File: config.mk
export PLATFORM = sky130hd
export DESIGN_NAME = led_strip_ser
export DESIGN_NICKNAME = d
export VERILOG_FILES = /design/src/rtl/ledser_pkg.sv /design/src/rtl/ledser_phase.sv /design/src/rtl/ledser_shift.sv /design/src/rtl/led_strip_ser.sv
export SDC_FILE = /design/constraint.sdc
export NUM_CORES = 1
export LEC_CHECK = 0
export ABC_CLOCK_PERIOD_IN_PS = 2200
export BUFFER_PORTS_ARGS = -buffer_cell sky130_fd_sc_hd__buf_2
export CORE_MARGIN = 2
export CORE_UTILIZATION = 30
export DETAILED_ROUTE_END_ITERATION = 16
export REMOVE_ABC_BUFFERS = 1
export SETUP_SLACK_MARGIN = 0.4
export SYNTH_ARGS = -nofsm -noshare
export SYNTH_HDL_FRONTEND = slang
export SYNTH_SLANG_ARGS = --single-unit
File: constraint.sdc
create_clock -name clk -period 2.2 [get_ports clk]
set_clock_uncertainty 0.05 [all_clocks]
set_input_delay 0.44 -clock clk [delete_from_list [all_inputs] [get_ports clk]]
set_output_delay 0.44 -clock clk [all_outputs]
set_load 0.05 [all_outputs]
File: src/rtl/ledser_pkg.sv
package ledser_pkg;

    typedef enum logic [2:0] {
        ST_IDLE,
        ST_LEAD,
        ST_CELL,
        ST_TAIL,
        ST_DONE
    } ser_state_t;

    localparam int LEAD_SLOTS = 32;

endpackage

File: src/rtl/ledser_phase.sv
module ledser_phase #(
    parameter int CLK_DIV = 1
) (
    input  logic clk,
    input  logic rst_n,
    input  logic run,
    output logic phase_hi,
    output logic slot_end
);
    localparam int TW = (CLK_DIV > 0) ? $clog2(CLK_DIV + 1) : 1;
    localparam logic [TW-1:0] T_LAST = TW'(CLK_DIV);

    logic [TW-1:0] tcnt_q;
    logic          hi_q;
    logic          phase_end;

    assign phase_end = (tcnt_q == T_LAST);

    always_ff @(posedge clk) begin
        if (!rst_n || !run) begin
            tcnt_q <= '0;
            hi_q   <= 1'b0;
        end else if (phase_end) begin
            tcnt_q <= '0;
            hi_q   <= ~hi_q;
        end else begin
            tcnt_q <= tcnt_q + 1'b1;
        end
    end

    assign phase_hi = hi_q;
    assign slot_end = run & hi_q & phase_end;

endmodule

File: src/rtl/ledser_shift.sv
module ledser_shift #(
    parameter int W = 16
) (
    input  logic         clk,
    input  logic         rst_n,
    input  logic         clear,
    input  logic         load,
    input  logic         shift,
    input  logic [W-1:0] load_word,
    output logic         msb
);
    logic [W-1:0] sh_q;

    always_ff @(posedge clk) begin
        if (!rst_n || clear) begin
            sh_q <= '0;
        end else if (load) begin
            sh_q <= load_word;
        end else if (shift) begin
            sh_q <= {sh_q[W-2:0], 1'b0};
        end
    end

    assign msb = sh_q[W-1];

endmodule

File: src/rtl/led_strip_ser.sv
module led_strip_ser
    import ledser_pkg::*;
#(
    parameter int NPIX    = 50,
    parameter int CLK_DIV = 3,
    parameter int CH_W    = 5,
    parameter int IDX_W   = (NPIX > 1) ? $clog2(NPIX) : 1
) (
    input  logic              clk,
    input  logic              rst_n,
    input  logic              start_i,
    output logic              busy_o,
    output logic [IDX_W-1:0]  pix_idx_o,
    input  logic [3*CH_W-1:0] pix_rgb_i,
    output logic              sclk_o,
    output logic              sdo_o
);
    localparam int CELL_BITS = 3 * CH_W + 1;
    localparam int MAX_A     = (LEAD_SLOTS > CELL_BITS) ? LEAD_SLOTS : CELL_BITS;
    localparam int MAX_SLOTS = (MAX_A > NPIX) ? MAX_A : NPIX;
    localparam int BW        = $clog2(MAX_SLOTS);
    localparam logic [BW-1:0]    LEAD_LAST = BW'(LEAD_SLOTS - 1);
    localparam logic [BW-1:0]    CELL_LAST = BW'(CELL_BITS - 1);
    localparam logic [BW-1:0]    TAIL_LAST = BW'(NPIX - 1);
    localparam logic [IDX_W-1:0] PIX_LAST  = IDX_W'(NPIX - 1);

    ser_state_t       state_q, state_d;
    logic [BW-1:0]    slot_q, slot_d;
    logic [IDX_W-1:0] pix_q, pix_d;
    logic [IDX_W-1:0] fetch_q, fetch_d;

    logic run, phase_hi, slot_end;
    logic sh_clear, sh_load, sh_shift, sh_msb;

    assign run = (state_q == ST_LEAD) || (state_q == ST_CELL) || (state_q == ST_TAIL);

    ledser_phase #(.CLK_DIV(CLK_DIV)) u_phase (
        .clk      (clk),
        .rst_n    (rst_n),
        .run      (run),
        .phase_hi (phase_hi),
        .slot_end (slot_end)
    );

    ledser_shift #(.W(CELL_BITS)) u_shift (
        .clk       (clk),
        .rst_n     (rst_n),
        .clear     (sh_clear),
        .load      (sh_load),
        .shift     (sh_shift),
        .load_word ({1'b1, pix_rgb_i}),
        .msb       (sh_msb)
    );

    // next-state and datapath control
    always_comb begin
        state_d  = state_q;
        slot_d   = slot_q;
        pix_d    = pix_q;
        fetch_d  = fetch_q;
        sh_clear = 1'b0;
        sh_load  = 1'b0;
        sh_shift = 1'b0;
        unique case (state_q)
            ST_IDLE: begin
                if (start_i) begin
                    state_d  = ST_LEAD;
                    slot_d   = '0;
                    pix_d    = '0;
                    fetch_d  = '0;
                    sh_clear = 1'b1;
                end
            end
            ST_LEAD: begin
                if (slot_end) begin
                    if (slot_q == LEAD_LAST) begin
                        state_d = ST_CELL;
                        slot_d  = '0;
                        sh_load = 1'b1;
                        fetch_d = (fetch_q == PIX_LAST) ? fetch_q : fetch_q + 1'b1;
                    end else begin
                        slot_d = slot_q + 1'b1;
                    end
                end
            end
            ST_CELL: begin
                if (slot_end) begin
                    if (slot_q == CELL_LAST) begin
                        slot_d = '0;
                        if (pix_q == PIX_LAST) begin
                            state_d  = ST_TAIL;
                            sh_clear = 1'b1;
                        end else begin
                            pix_d   = pix_q + 1'b1;
                            sh_load = 1'b1;
                            fetch_d = (fetch_q == PIX_LAST) ? fetch_q : fetch_q + 1'b1;
                        end
                    end else begin
                        slot_d   = slot_q + 1'b1;
                        sh_shift = 1'b1;
                    end
                end
            end
            ST_TAIL: begin
                if (slot_end) begin
                    if (slot_q == TAIL_LAST) begin
                        state_d = ST_DONE;
                    end else begin
                        slot_d = slot_q + 1'b1;
                    end
                end
            end
            ST_DONE: begin
                state_d = ST_IDLE;
            end
            default: state_d = ST_IDLE;
        endcase
    end

    // state register
    always_ff @(posedge clk) begin
        if (!rst_n) begin
            state_q <= ST_IDLE;
            slot_q  <= '0;
            pix_q   <= '0;
            fetch_q <= '0;
        end else begin
            state_q <= state_d;
            slot_q  <= slot_d;
            pix_q   <= pix_d;
            fetch_q <= fetch_d;
        end
    end

    // outputs
    always_comb begin
        busy_o    = (state_q != ST_IDLE);
        sclk_o    = phase_hi;
        sdo_o     = (state_q == ST_CELL) && sh_msb;
        pix_idx_o = fetch_q;
    end

endmodule

==> results.md <==
- The number of nets in the layout is 377.
- Clock-pin slew was measured on the worst setup and hold paths at 0.09 ns.
- The type of origin of the critical path is a register.
- Ranked by total cell area, the synthesized netlist is headed by sky130_fd_sc_hd__dfxtp_1 33%, sky130_fd_sc_hd__mux2i_1 7.0%, sky130_fd_sc_hd__o211a_1 5.7%, sky130_fd_sc_hd__nand2_1 4.9%, sky130_fd_sc_hd__ha_1 3.6%.
- The fmax is 0.537 GHz.
- The proportion of synthesized flip-flops having asynchronous set or reset is 0.
- The maximum ir drop on the vdd rail is 0.000321 V.
- No sink is reached through more buffers than the 2 on the longest clock path.
- The count of mapped cells out of synthesis is 281.
- The type of the setup path with the least slack is reg -> reg.
- The post-route antenna net violation count is 0.
- The clock period minus final worst setup slack is 1.86 ns.
- The fraction of final layout cells with drive strength greater than 1 is 0.408.
- The share of synthesized area in the top cell type comes to 0.328.
- The total of max-cap violations is 0.
- The number of hold buffers added after CTS was 0.
- The total of flip-flops plus latches after synthesis is 40.
- The count of standard-cell rows is 32.
- TritonCTS built the clock tree.
- In the final routed layout, each cell accounts on average for 15.1 um.
- The H-tree was split into 2 levels.
- The relative slew slack is 0.622.
- The run finished with clean final reports.
- In the finished design, the share of the clock period the worst path needs comes to 0.847.
- Before CTS, the worst setup slack after placement is 0.0562 ns.
- The largest fanout on the critical path is 7.
- Summed over all layers, the routed wires come to 6890 um.
- The number of remaining DRC errors is 0.
- The congestion estimate from routability-driven global placement came to 0.884.
- The total clock buffers created by CTS is 5.
- The post-synthesis cell type count is 56.
- The number of placed instances, taps included is 411.
- The required time of the critical path is 2.38 ns.
- The fraction of the yosys area taken by sequential cells is 0.328.
- The final instance count without filler cells is 455.
- The final-report max-slew violation count is 0.
- The count of flip-flops with a built-in enable after synthesis is 0.
- The detailed router's first-iteration violation count is 150.
- The antenna diode count is 0.
- Fill cells in the final layout number 754.
- Measured along the y axis, the die boundary spans 94.3 um.
- The average cell area after synthesis is 8.70 um^2.
- The arrival time at the worst endpoint is 2.04 ns.
- The buffer cell driving the clock tree root is sky130_fd_sc_hd__clkbuf_8.
- The total area inside the core boundary comes to 0.00781 mm^2.
- The number of global-route vias before repair is 2287.
- The die covers 0.00888 mm^2.
- The prevailing post-synth register cell is sky130_fd_sc_hd__dfxtp_1.
- The post-synth design cell area is 0.00244 mm^2.
- Across every metal layer, demand over resource in global routing totals 0.151.
- The leakage dissipation is 1.62 nW.
- The number of vias in the routed layout is 2395.
- Before antenna repair, the detailed router went through 4 iterations.
- The total number of clock tree sinks is 40.
- The worst setup slack after layout is 0.337 ns.
- Summed over all layers, the global routing overflow is 0.
- The placed wire-length estimate is 4070 um.
- Summing all placed instances gives a cell area of 0.00277 mm^2.
- Setup repair after global routing could not meet its margin everywhere.
- The clock network latency to the later pin of the worst-skew pair is 0.29 ns.
- The number of antenna violations at the first check in global routing is 0.
- In this run the register-to-register setup slack is 0.34 ns.
- The die outline width is 94.3 um.
- For the pin with the worst max-slew slack, the measured transition is 0.562 ns.
- The biggest area contributor in the post-synthesis netlist is sky130_fd_sc_hd__dfxtp_1.
- Dividing the detail-routed via count by the number of cells gives 5.26.
- After routing the design area is 0.00353 mm^2.
- The first global-routing pass estimated 10800 um of wire.
- The largest net degree at the start of global routing is 17.
- Setup violations remaining at the end of the flow were counted as 0.
- The final hold violation count is 0.
- The capturing element type of the critical path is a register.
- Compared with the post-synthesis result, the final layout area differs by 44.5%.
- Measured on the finished design, the core utilization comes to 0.452.
- The power density over the cells is 438 mW/mm^2.
- The synthesis warning total is 0.
- The worst hold path belongs to the class in -> reg.
- The starting density of the core is 0.313.
- 27 I/O pins were placed.
- Buffers placed on the I/O ports in this run total 26.
[Yosys cell counts, types with 2 or more instances]
cell	count
sky130_fd_sc_hd__a211oi_1	2
sky130_fd_sc_hd__a21boi_0	5
sky130_fd_sc_hd__a21o_1	2
sky130_fd_sc_hd__a21oi_1	13
sky130_fd_sc_hd__a21oi_2	2
sky130_fd_sc_hd__a2bb2oi_1	4
sky130_fd_sc_hd__a32o_1	2
sky130_fd_sc_hd__and2_1	4
sky130_fd_sc_hd__and3_1	4
sky130_fd_sc_hd__buf_2	9
sky130_fd_sc_hd__buf_6	2
sky130_fd_sc_hd__clkbuf_1	6
sky130_fd_sc_hd__dfxtp_1	40
sky130_fd_sc_hd__ha_1	7
sky130_fd_sc_hd__inv_1	9
sky130_fd_sc_hd__mux2i_1	17
sky130_fd_sc_hd__nand2_1	32
sky130_fd_sc_hd__nand3_1	10
sky130_fd_sc_hd__nand4_1	4
sky130_fd_sc_hd__nand4b_1	2
sky130_fd_sc_hd__nor2_1	15
sky130_fd_sc_hd__nor2b_1	5
sky130_fd_sc_hd__nor3_1	7
sky130_fd_sc_hd__nor4_1	6
sky130_fd_sc_hd__o2111ai_2	2
sky130_fd_sc_hd__o211a_1	14
sky130_fd_sc_hd__o21a_1	2
sky130_fd_sc_hd__o21ai_0	11
sky130_fd_sc_hd__o21bai_1	2
sky130_fd_sc_hd__o22ai_1	2
sky130_fd_sc_hd__o2bb2ai_1	4
sky130_fd_sc_hd__o31ai_1	2
sky130_fd_sc_hd__or3_1	7
sky130_fd_sc_hd__or4_1	2
sky130_fd_sc_hd__xnor2_1	2
sky130_fd_sc_hd__xor2_1	2
[per-stage QoR]
step           hold WS, ns  setup TNS, ns  total power [mW]
2_1_floorplan        0.354         -0.123             0.830
3_3_place_gp         0.363              0             0.892
3_5_place_dp         0.374              0             0.894
4_1_cts              0.319              0              1.55
5_1_grt              0.323              0              1.61
6_report             0.327              0              1.55
[final timing paths]
check,cells past startpoint,to,from
setup / recovery,8,pix_q[2],slot_q[1]
setup reg to reg,8,pix_q[2],slot_q[1]
hold reg to reg,2,pix_idx_o[4],pix_idx_o[4]
hold / removal,2,u_shift.sh_q[11],pix_rgb_i[11]
[per-layer routing]
metal  part of all wire  GRT usage  wire [um]  vias up
met5                  0          0          0        -
met1               0.45      0.195       3110     1133
li1                   -          -          -     1189
met3              0.048     0.0385        330       12
met2               0.49      0.253       3350       61
met4              0.014     0.0350         99        0
[placed cells by master (no fill, tap or decap), types with 5 or more instances in the layout]
cell type	instances
sky130_fd_sc_hd__a21oi_1	13
sky130_fd_sc_hd__buf_2	24
sky130_fd_sc_hd__buf_4	43
sky130_fd_sc_hd__buf_6	9
sky130_fd_sc_hd__clkbuf_8	5
sky130_fd_sc_hd__dfxtp_1	26
sky130_fd_sc_hd__dfxtp_2	10
sky130_fd_sc_hd__inv_1	8
sky130_fd_sc_hd__mux2i_1	16
sky130_fd_sc_hd__nand2_1	30
sky130_fd_sc_hd__nand3_1	8
sky130_fd_sc_hd__nor2_1	10
sky130_fd_sc_hd__nor2_4	5
sky130_fd_sc_hd__nor3_1	6
sky130_fd_sc_hd__nor4_1	5
sky130_fd_sc_hd__o211a_1	14
sky130_fd_sc_hd__o21ai_0	10
sky130_fd_sc_hd__or3_1	7
[kinds of logic after synthesis]
group | count (synthesis) | share of synthesized area
and+or+nand+nor | 108 | 0.240
AOI/OAI and AO/OA | 76 | 0.251
DFF | 40 | 0.328
buffers and inverters | 28 | 0.0558
muxes | 18 | 0.0758
adders and majority gates | 7 | 0.0358
xor gates and xnor gates | 4 | 0.0143
[cell type report]
cell class | instances | area [um^2] | share of cell area
clock buffers | 5 | 68.8 | 0.0195
clock inverters | 3 | 46.3 | 0.0131
inverters | 9 | 33.8 | 0.00957
multi-input cells | 214 | 1770 | 0.500
flip-flops and latches | 40 | 828 | 0.235
well taps | 102 | 128 | 0.0361
repair buffers | 82 | 659 | 0.187
[state kept, by name, indices dropped and copies added (netlist names)]
register / flops
u_phase.phase_hi: 1
slot_q: 6
pix_idx_o: 6
u_phase.tcnt_q: 2
state_q: 3
pix_q: 6
u_shift.sh_q: 16
[worst max-delay path, cell delays in order, from the launching register on]
cell,delay (ns)
sky130_fd_sc_hd__dfxtp_4,0.38
sky130_fd_sc_hd__ha_4,0.16
sky130_fd_sc_hd__nand4b_4,0.14
sky130_fd_sc_hd__buf_4,0.17
sky130_fd_sc_hd__nor3_4,0.20
sky130_fd_sc_hd__a21oi_4,0.11
sky130_fd_sc_hd__buf_6,0.14
sky130_fd_sc_hd__or3_1,0.34
sky130_fd_sc_hd__a21oi_1,0.11
[what timing repair did]
action,4_1_cts,5_1_grt
pin swaps,21,15
setup buffers,14,18
setup endpoints to repair,36,31
gates cloned,2,2
gates resized for setup,52,32
[power by group]
group | leakage (nW) | switching, mW | total, mW | internal, mW
logic | 1.24 | 0.0996 | 0.182 | 0.0828
registers | 0.331 | 0.00965 | 0.737 | 0.727
clock network | 0.0548 | 0.286 | 0.628 | 0.342
No activity file was read; power rests on OpenSTA's default activity.
